--- config.mk ---
export PLATFORM = sky130hd
export DESIGN_NAME = qseq_engine
export DESIGN_NICKNAME = d
export VERILOG_FILES = /design/src/rtl/qseq_pkg.sv /design/src/rtl/qseq_fsm.sv /design/src/rtl/qseq_shift.sv /design/src/rtl/qseq_engine.sv
export SDC_FILE = /design/constraint.sdc
export NUM_CORES = 1
export LEC_CHECK = 0
export BUFFER_PORTS_ARGS = -buffer_cell sky130_fd_sc_hd__clkbuf_2
export CAP_MARGIN = 0
export CORE_UTILIZATION = 40
export DETAILED_ROUTE_END_ITERATION = 10
export GPL_TIMING_DRIVEN = 0
export PLACE_DENSITY = 0.6
export SLEW_MARGIN = 20
export SYNTH_ARGS = -nofsm -noshare
export SYNTH_HDL_FRONTEND = slang
export SYNTH_SLANG_ARGS = --single-unit
--- constraint.sdc ---
create_clock -name clk -period 2.9 [get_ports clk]
set_input_delay 0.29 -clock clk [delete_from_list [all_inputs] [get_ports clk]]
set_output_delay 0.29 -clock clk [all_outputs]
set_load 0.005 [all_outputs]
--- src/rtl/qseq_pkg.sv ---
package qseq_pkg;
    localparam int BYTE_W        = 8;
    localparam int LANE_N        = 4;
    localparam int ADR_MAX_BYTES = 4;
    localparam int ADR_W         = BYTE_W * ADR_MAX_BYTES;

    typedef logic [2:0] lane_cnt_t;   // 1, 2 or 4 active lines

    typedef enum logic [3:0] {
        PH_IDLE, PH_LEAD, PH_OPC, PH_ADR, PH_DUM,
        PH_TXF, PH_TXD, PH_RXD, PH_TAIL, PH_GAP
    } phase_e;

    typedef enum logic [1:0] {
        ADR_NONE  = 2'd0,
        ADR_THREE = 2'd1,
        ADR_FOUR  = 2'd2,
        ADR_SPARE = 2'd3
    } adr_mode_e;

    typedef struct packed {
        lane_cnt_t opc;
        lane_cnt_t adr;
        lane_cnt_t dat;
    } lane_plan_t;

    function automatic lane_plan_t plan_for(input logic [2:0] code);
        lane_plan_t p;
        p = '{opc: 3'd1, adr: 3'd1, dat: 3'd1};
        case (code)
            3'd2: p.dat = 3'd2;
            3'd3: p.dat = 3'd4;
            3'd4: begin p.adr = 3'd2; p.dat = 3'd2; end
            3'd5: begin p.adr = 3'd4; p.dat = 3'd4; end
            3'd6: p = '{opc: 3'd2, adr: 3'd2, dat: 3'd2};
            3'd7: p = '{opc: 3'd4, adr: 3'd4, dat: 3'd4};
            default: ;
        endcase
        return p;
    endfunction

    function automatic logic [LANE_N-1:0] lane_mask(input lane_cnt_t n);
        case (n)
            3'd2:    return 4'b0011;
            3'd4:    return 4'b1111;
            default: return 4'b0001;
        endcase
    endfunction

    // index of the last serial clock cycle within one byte
    function automatic logic [2:0] slot_last(input lane_cnt_t n);
        case (n)
            3'd2:    return 3'd3;
            3'd4:    return 3'd1;
            default: return 3'd7;
        endcase
    endfunction

    function automatic logic [2:0] adr_len(input adr_mode_e m);
        case (m)
            ADR_THREE: return 3'd3;
            ADR_FOUR:  return 3'd4;
            default:   return 3'd0;
        endcase
    endfunction

    function automatic logic is_clocked(input phase_e p);
        return (p == PH_OPC) || (p == PH_ADR) || (p == PH_DUM) ||
               (p == PH_TXD) || (p == PH_RXD);
    endfunction

    function automatic logic is_drive(input phase_e p);
        return (p == PH_OPC) || (p == PH_ADR) || (p == PH_TXD);
    endfunction
endpackage

--- src/rtl/qseq_fsm.sv ---
module qseq_fsm
    import qseq_pkg::*;
#(
    parameter int CNT_W = 16,
    parameter int DUM_W = 8
) (
    input  logic                clk,
    input  logic                rst,
    input  logic                tick,
    input  logic                start,
    input  logic [2:0]          fmt,
    input  logic [1:0]          addr_mode,
    input  logic [ADR_W-1:0]    addr,
    input  logic [BYTE_W-1:0]   opcode,
    input  logic [DUM_W-1:0]    dummy_cycles,
    input  logic [CNT_W-1:0]    tx_count,
    input  logic [CNT_W-1:0]    rx_count,
    input  logic                tx_valid,
    input  logic [BYTE_W-1:0]   tx_data,
    output logic                tx_ready,
    output logic                busy,
    output logic                cs_n,
    output logic                sck,
    output logic                tx_done,
    output logic                rx_done,
    output phase_e              phase,
    output lane_cnt_t           lanes,
    output logic                drive,
    output logic                load_en,
    output logic [BYTE_W-1:0]   load_val,
    output logic                shift_en,
    output logic                cap_en,
    output logic                cap_last
);
    phase_e             st, nxt;
    logic               sck_q, cs_q, tx_done_q, rx_done_q;
    logic [2:0]         fmt_q;
    adr_mode_e          amode_q;
    logic [ADR_W-1:0]   adr_sh;
    logic [BYTE_W-1:0]  op_q;
    logic [DUM_W-1:0]   dum_q, slot_q;
    logic [CNT_W-1:0]   txc_q, rxc_q;
    logic [2:0]         adr_left, alen;
    lane_plan_t         plan;
    logic               rise, fall, byte_end, more_out, adr_load;

    assign plan     = plan_for(fmt_q);
    assign alen     = adr_len(amode_q);
    assign rise     = tick && is_clocked(st) && !sck_q;
    assign fall     = tick && is_clocked(st) && sck_q;
    assign byte_end = fall && (slot_q == '0);

    always_comb begin
        case (st)
            PH_OPC:         lanes = plan.opc;
            PH_ADR:         lanes = plan.adr;
            PH_TXD, PH_RXD: lanes = plan.dat;
            default:        lanes = 3'd1;
        endcase
    end

    // phase that follows a finished command / address / dummy / data phase
    always_comb begin
        nxt = PH_TAIL;
        if (st == PH_OPC && alen != 3'd0)
            nxt = PH_ADR;
        else if ((st == PH_OPC || st == PH_ADR) && dum_q != '0)
            nxt = PH_DUM;
        else if (st != PH_TXD && st != PH_RXD && txc_q != '0)
            nxt = PH_TXF;
        else if (st != PH_RXD && rxc_q != '0)
            nxt = PH_RXD;
    end

    assign more_out = (st == PH_OPC && alen != 3'd0) ||
                      (st == PH_ADR && adr_left > 3'd1) ||
                      (st != PH_TXD && txc_q != '0) ||
                      (st == PH_TXD && txc_q > CNT_W'(1));
    assign adr_load = byte_end && ((st == PH_OPC && nxt == PH_ADR) ||
                                   (st == PH_ADR && adr_left > 3'd1));

    always_comb begin
        load_en  = 1'b0;
        load_val = '0;
        if (st == PH_LEAD && tick) begin
            load_en  = 1'b1;
            load_val = op_q;
        end else if (st == PH_TXF && tx_valid) begin
            load_en  = 1'b1;
            load_val = tx_data;
        end else if (adr_load) begin
            load_en  = 1'b1;
            load_val = adr_sh[ADR_W-1 -: BYTE_W];
        end
    end

    assign shift_en = fall && (slot_q != '0);
    assign cap_en   = rise && (st == PH_RXD);
    assign cap_last = cap_en && (slot_q == '0);
    assign tx_ready = (st == PH_TXF);
    assign busy     = (st != PH_IDLE);
    assign cs_n     = cs_q;
    assign sck      = sck_q;
    assign tx_done  = tx_done_q;
    assign rx_done  = rx_done_q;
    assign phase    = st;
    assign drive    = is_drive(st);

    always_ff @(posedge clk) begin
        tx_done_q <= 1'b0;
        rx_done_q <= 1'b0;
        if (rst) begin
            st       <= PH_IDLE;
            sck_q    <= 1'b0;
            cs_q     <= 1'b1;
            fmt_q    <= '0;
            amode_q  <= ADR_NONE;
            adr_sh   <= '0;
            op_q     <= '0;
            dum_q    <= '0;
            slot_q   <= '0;
            txc_q    <= '0;
            rxc_q    <= '0;
            adr_left <= '0;
        end else begin
            if (cap_last && rxc_q == CNT_W'(1))
                rx_done_q <= 1'b1;
            if (adr_load)
                adr_sh <= adr_sh << BYTE_W;
            case (st)
                PH_IDLE: if (start) begin
                    fmt_q   <= fmt;
                    amode_q <= adr_mode_e'(addr_mode);
                    adr_sh  <= (adr_mode_e'(addr_mode) == ADR_THREE) ?
                               {addr[ADR_W-BYTE_W-1:0], {BYTE_W{1'b0}}} : addr;
                    op_q    <= opcode;
                    dum_q   <= dummy_cycles;
                    txc_q   <= tx_count;
                    rxc_q   <= rx_count;
                    cs_q    <= 1'b0;
                    st      <= PH_LEAD;
                end
                PH_LEAD: if (tick) begin
                    st     <= PH_OPC;
                    slot_q <= DUM_W'(slot_last(plan.opc));
                end
                PH_TXF: if (tx_valid) begin
                    st     <= PH_TXD;
                    slot_q <= DUM_W'(slot_last(plan.dat));
                end
                PH_TAIL: if (tick) begin
                    cs_q <= 1'b1;
                    st   <= PH_GAP;
                end
                PH_GAP: if (tick) st <= PH_IDLE;
                default: if (tick) begin
                    sck_q <= ~sck_q;
                    if (sck_q) begin
                        if (slot_q != '0) begin
                            slot_q <= slot_q - 1'b1;
                        end else begin
                            if (is_drive(st) && !more_out)
                                tx_done_q <= 1'b1;
                            if (st == PH_ADR && adr_left > 3'd1) begin
                                adr_left <= adr_left - 3'd1;
                                slot_q   <= DUM_W'(slot_last(plan.adr));
                            end else if (st == PH_TXD && txc_q > CNT_W'(1)) begin
                                txc_q <= txc_q - 1'b1;
                                st    <= PH_TXF;
                            end else if (st == PH_RXD && rxc_q > CNT_W'(1)) begin
                                rxc_q  <= rxc_q - 1'b1;
                                slot_q <= DUM_W'(slot_last(plan.dat));
                            end else begin
                                if (st == PH_TXD) txc_q <= '0;
                                if (st == PH_RXD) rxc_q <= '0;
                                st <= nxt;
                                case (nxt)
                                    PH_ADR: begin
                                        adr_left <= alen;
                                        slot_q   <= DUM_W'(slot_last(plan.adr));
                                    end
                                    PH_DUM: slot_q <= dum_q - 1'b1;
                                    PH_RXD: slot_q <= DUM_W'(slot_last(plan.dat));
                                    default: ;
                                endcase
                            end
                        end
                    end
                end
            endcase
        end
    end
endmodule

--- src/rtl/qseq_shift.sv ---
module qseq_shift
    import qseq_pkg::*;
(
    input  logic                clk,
    input  logic                rst,
    input  logic                load_en,
    input  logic [BYTE_W-1:0]   load_val,
    input  logic                shift_en,
    input  logic                cap_en,
    input  logic                cap_last,
    input  lane_cnt_t           lanes,
    input  logic                drive,
    input  logic [LANE_N-1:0]   dq_i,
    output logic [LANE_N-1:0]   dq_o,
    output logic [LANE_N-1:0]   dq_oe,
    output logic                rx_valid,
    output logic [BYTE_W-1:0]   rx_data
);
    logic [BYTE_W-1:0] tx_sh, rx_sh, rx_nxt;

    always_comb begin
        case (lanes)
            3'd2: begin
                dq_o   = {2'b00, tx_sh[BYTE_W-1 -: 2]};
                rx_nxt = {rx_sh[BYTE_W-3:0], dq_i[1:0]};
            end
            3'd4: begin
                dq_o   = tx_sh[BYTE_W-1 -: LANE_N];
                rx_nxt = {rx_sh[BYTE_W-5:0], dq_i};
            end
            default: begin
                dq_o   = {3'b000, tx_sh[BYTE_W-1]};
                rx_nxt = {rx_sh[BYTE_W-2:0], dq_i[1]};
            end
        endcase
    end

    assign dq_oe = drive ? lane_mask(lanes) : '0;

    always_ff @(posedge clk) begin
        if (rst) begin
            tx_sh    <= '0;
            rx_sh    <= '0;
            rx_valid <= 1'b0;
            rx_data  <= '0;
        end else begin
            if (load_en)
                tx_sh <= load_val;
            else if (shift_en)
                tx_sh <= tx_sh << lanes;
            rx_valid <= cap_last;
            if (cap_en)
                rx_sh <= rx_nxt;
            if (cap_last)
                rx_data <= rx_nxt;
        end
    end
endmodule

--- src/rtl/qseq_engine.sv ---
module qseq_engine
    import qseq_pkg::*;
#(
    parameter int CNT_W = 16,
    parameter int DUM_W = 8
) (
    input  logic                clk,
    input  logic                rst,
    input  logic                tick,
    input  logic                start,
    input  logic [2:0]          fmt,
    input  logic [1:0]          addr_mode,
    input  logic [31:0]         addr,
    input  logic [7:0]          opcode,
    input  logic [DUM_W-1:0]    dummy_cycles,
    input  logic [CNT_W-1:0]    tx_count,
    input  logic [CNT_W-1:0]    rx_count,
    input  logic                tx_valid,
    input  logic [7:0]          tx_data,
    output logic                tx_ready,
    output logic                rx_valid,
    output logic [7:0]          rx_data,
    output logic                busy,
    output logic                tx_done,
    output logic                rx_done,
    output logic                cs_n,
    output logic                sck,
    output logic [3:0]          dq_o,
    output logic [3:0]          dq_oe,
    input  logic [3:0]          dq_i
);
    phase_e             phase;
    lane_cnt_t          lanes;
    logic               drive, load_en, shift_en, cap_en, cap_last;
    logic [BYTE_W-1:0]  load_val;

    qseq_fsm #(.CNT_W(CNT_W), .DUM_W(DUM_W)) fsm_i (
        .clk(clk), .rst(rst), .tick(tick), .start(start), .fmt(fmt),
        .addr_mode(addr_mode), .addr(addr), .opcode(opcode),
        .dummy_cycles(dummy_cycles), .tx_count(tx_count), .rx_count(rx_count),
        .tx_valid(tx_valid), .tx_data(tx_data), .tx_ready(tx_ready),
        .busy(busy), .cs_n(cs_n), .sck(sck), .tx_done(tx_done),
        .rx_done(rx_done), .phase(phase), .lanes(lanes), .drive(drive),
        .load_en(load_en), .load_val(load_val), .shift_en(shift_en),
        .cap_en(cap_en), .cap_last(cap_last)
    );

    qseq_shift shift_i (
        .clk(clk), .rst(rst), .load_en(load_en), .load_val(load_val),
        .shift_en(shift_en), .cap_en(cap_en), .cap_last(cap_last),
        .lanes(lanes), .drive(drive), .dq_i(dq_i), .dq_o(dq_o),
        .dq_oe(dq_oe), .rx_valid(rx_valid), .rx_data(rx_data)
    );


    sck_cs_chk: assert property (@(posedge clk) disable iff (rst)
        sck |-> !cs_n);

    sck_tick_chk: assert property (@(posedge clk) disable iff (rst)
        !tick |=> $stable(sck));

    dq_release_chk: assert property (@(posedge clk) disable iff (rst)
        (phase == PH_DUM || phase == PH_RXD || cs_n) |-> (dq_oe == 4'b0000));

    oe_shape_chk: assert property (@(posedge clk) disable iff (rst)
        $countones(dq_oe + 4'd1) <= 1);

    rx_done_pair_chk: assert property (@(posedge clk) disable iff (rst)
        rx_done |-> rx_valid);

    cs_gap_chk: assert property (@(posedge clk) disable iff (rst)
        $rose(cs_n) |-> busy);

    start_hold_chk: assert property (@(posedge clk) disable iff (rst)
        (busy && !cs_n && start) |=> busy);
endmodule

==> reports/metrics.cfg <==
[worst_hold_path]
hold_path_class = in -> reg

[cells_and_area]
drive_above_1_share = 0.194
final_cell_mix = nand2_1, clkbuf_2, dfxtp_1, nor2_1, a21oi_1
multi_input_area_sq_um = 4900
fill_cells = 1944
fin_nets = 1309
diodes = 0
final_common_cell = nand2_1
fin_cells = 1463
syn_to_final_growth_pct = 22.5
fin_area_sq_um = 9500
seq_area_sq_um = 2570

[global_routing]
grt.overflow.total = 0
grt_first_pass_wirelength_um = 40700
antenna_found_initial = 0
grt_pass1_vias = 7738
grt_use_total = 0.258
grt_max_degree = 17

[synthesis]
ys_ff_latch = 128
synthCells = 1039
synth_top_flop_cell = dfxtp_1
yosysWarnings = 0
syn_nets = 1158
synth_area_per_cell_sq_um = 7.46
ys_types = 79
synth_area_sq_um = 7750
synth-edff-count = 0
ys_seq_area_frac = 0.330
async_reset_ff_frac = 0

[routing]
drc_errors = 0
drtPass1Iterations = 5
viasPerCell = 5.78
wl_um = 25500
wl_per_cell_um = 17.4
vias = 8452
drt_first_iter_violations = 525
ant_nets = 0

[outcome]
status = complete, no violations

[sta]
setup_tns_ns = 0
rsz0062_at_grt = yes
clock.fmax_mhz = 354
max_slew.worst_pin.slew_ns = 1.10
relSlewSlack = 0.263
holdWs_ns = 0.0748
finalHoldViolations = 0
setup_viol = 0
period_minus_slack_ns = 2.82
finalMaxSlewViolations = 0
fin_crit_sh = 0.974
fin_skew_ns = 0.00974

[place]
dp.cells = 1423
placed_cell_area_sq_um = 8700
numPortBuffers = 124
dpl.hpwl_um = 18700
gp_congestion = 0.916

[clocking]
cts_buffers = 17
cts.sinks = 128
clkTransAtPathRegs_ns = 0.06
holdBufCountCts = 0
clkLatencyLatePin_ns = 0.43
max-clock-path-buffers = 2
clockRootBuffer = clkbuf_16
htreeDepth = 4
cts_tree = done

[worst_setup_path]
path_delay_family = compound AO/OA/AOI/OAI gates
endpoint_kind = primary output
worstPathArrival_ns = 2.53
crit_fanout = 9
crit_path_max_incr_delay_ns = 0.39
cp_num_buf_inv = 2
crit_chain = o21bai_1, ha_1, or3_1, a21oi_4, buf_4, o21ai_4, a32oi_1, o21ai_1, clkbuf_2
crit_required_ns = 2.61
worstSetupStartpointType = flop
path_class = reg -> out
reg2reg_slack_ns = 0.15
cp_slowest_cell = or3_1

[power]
power.density_nw_per_um2 = 956
peakVddDrop_uv = 484
power.total_mw = 9.08
leakagePower_nw = 3.82

[flow_run]
maxCapViolations = 0

[floorplanning]
row_count = 50
die-area_sq_um = 19900
die_w_um = 141
core_sq_um = 18800
start_util = 0.412
die_height_um = 141
io-pin-count = 125

## cell type report
class	count	share of cell area
clock inverters	13	0.0146
flip-flops and latches	128	0.271
plain buffers	72	0.0344
clock buffers	19	0.0456
inverters	24	0.00948
multi-input cells	812	0.516
repair buffers	135	0.0753
well taps	260	0.0342
## stage by stage
stage	setup WS, ns	util
after floorplan	0.279	-
after global placement	-0.375	0.462
after detailed placement	-0.379	0.462
after CTS	-0.0244	0.498
after global routing	-0.0258	0.505
final	0.0763	0.505
## per-layer routing
layer	GRT usage	wire, um	vias to the layer above
met3	0.0516	1700	28
met5	0	0	-
li1	-	-	4098
met1	0.358	12000	4031
met4	0.0686	377	0
met2	0.406	11400	295
## where the power goes
part / switching, mW / internal, mW / leakage, nW / total [mW]
Clock: 0.858 / 1.27 / 0.277 / 2.12
Combinational: 2.79 / 1.71 / 2.50 / 4.50
Sequential: 0.341 / 2.11 / 1.05 / 2.45
Total: 3.99 / 5.09 / 3.82 / 9.08
## synth_stat cells (7+ instances only)
cell type | instances | area, sq um
or3_1 | 14 | 87.6
buf_2 | 10 | 50.1
xor2_1 | 7 | 61.3
ha_1 | 17 | 213
and3_1 | 32 | 200
inv_1 | 23 | 86.3
nor3_1 | 38 | 190
a22oi_1 | 29 | 218
dfxtp_1 | 128 | 2560
clkbuf_1 | 59 | 221
nor2b_1 | 8 | 50.1
a32o_1 | 9 | 90.1
a211oi_1 | 16 | 120
nor2_1 | 103 | 387
nor4_1 | 15 | 93.8
mux2i_1 | 16 | 160
nand2_1 | 201 | 754
nand3_1 | 29 | 145
o21ai_0 | 52 | 260
a21oi_1 | 69 | 345
a311oi_1 | 28 | 245
nand2b_1 | 7 | 43.8
## what timing repair did
action | CTS | global route
setup buffers | 6 | 5
setup endpoints to repair | 118 | 87
pin swaps | 5 | 3
gates resized for setup | 19 | 40
## worst paths after layout
| kind | cells after the start | from | endpoint |
|---|---|---|---|
| worst max-delay path | 9 | fsm_i.fmt_q[0] | dq_o[0] |
| worst min-delay path | 3 | fmt[1] | fsm_i.fmt_q[1] |
| worst max register to register | 7 | fsm_i.txc_q[4] | fsm_i.txc_q[7] |
| worst min register to register | 2 | fsm_i.op_q[1] | fsm_i.op_q[1] |
## logic make-up after synthesis
logic type,synth area share
AOI/OAI and AO/OA,0.260
xor gates and xnor gates,0.0147
adders and majority gates,0.0274
buffers and inverters,0.0524
DFF,0.330
muxes,0.0250
and+or+nand+nor,0.290
## state kept, by name (all words and copies together) (netlist names), 8 cells and up
| signal | flops |
|---|---|
| fsm_i.adr_sh | 32 |
| fsm_i.dum_q | 8 |
| fsm_i.op_q | 8 |
| fsm_i.rxc_q | 16 |
| fsm_i.slot_q | 8 |
| fsm_i.txc_q | 16 |
| shift_i.rx_data | 8 |
| shift_i.tx_sh | 8 |
## worst reg2reg max path: cells and delay by family (launching register included)
family | cells | cell delay [ns]
simple gates | 2 | 0.72
flops | 1 | 0.29
compound gates | 3 | 1.02
buf+inv | 2 | 0.58
Power figures use the tool's default switching activity.
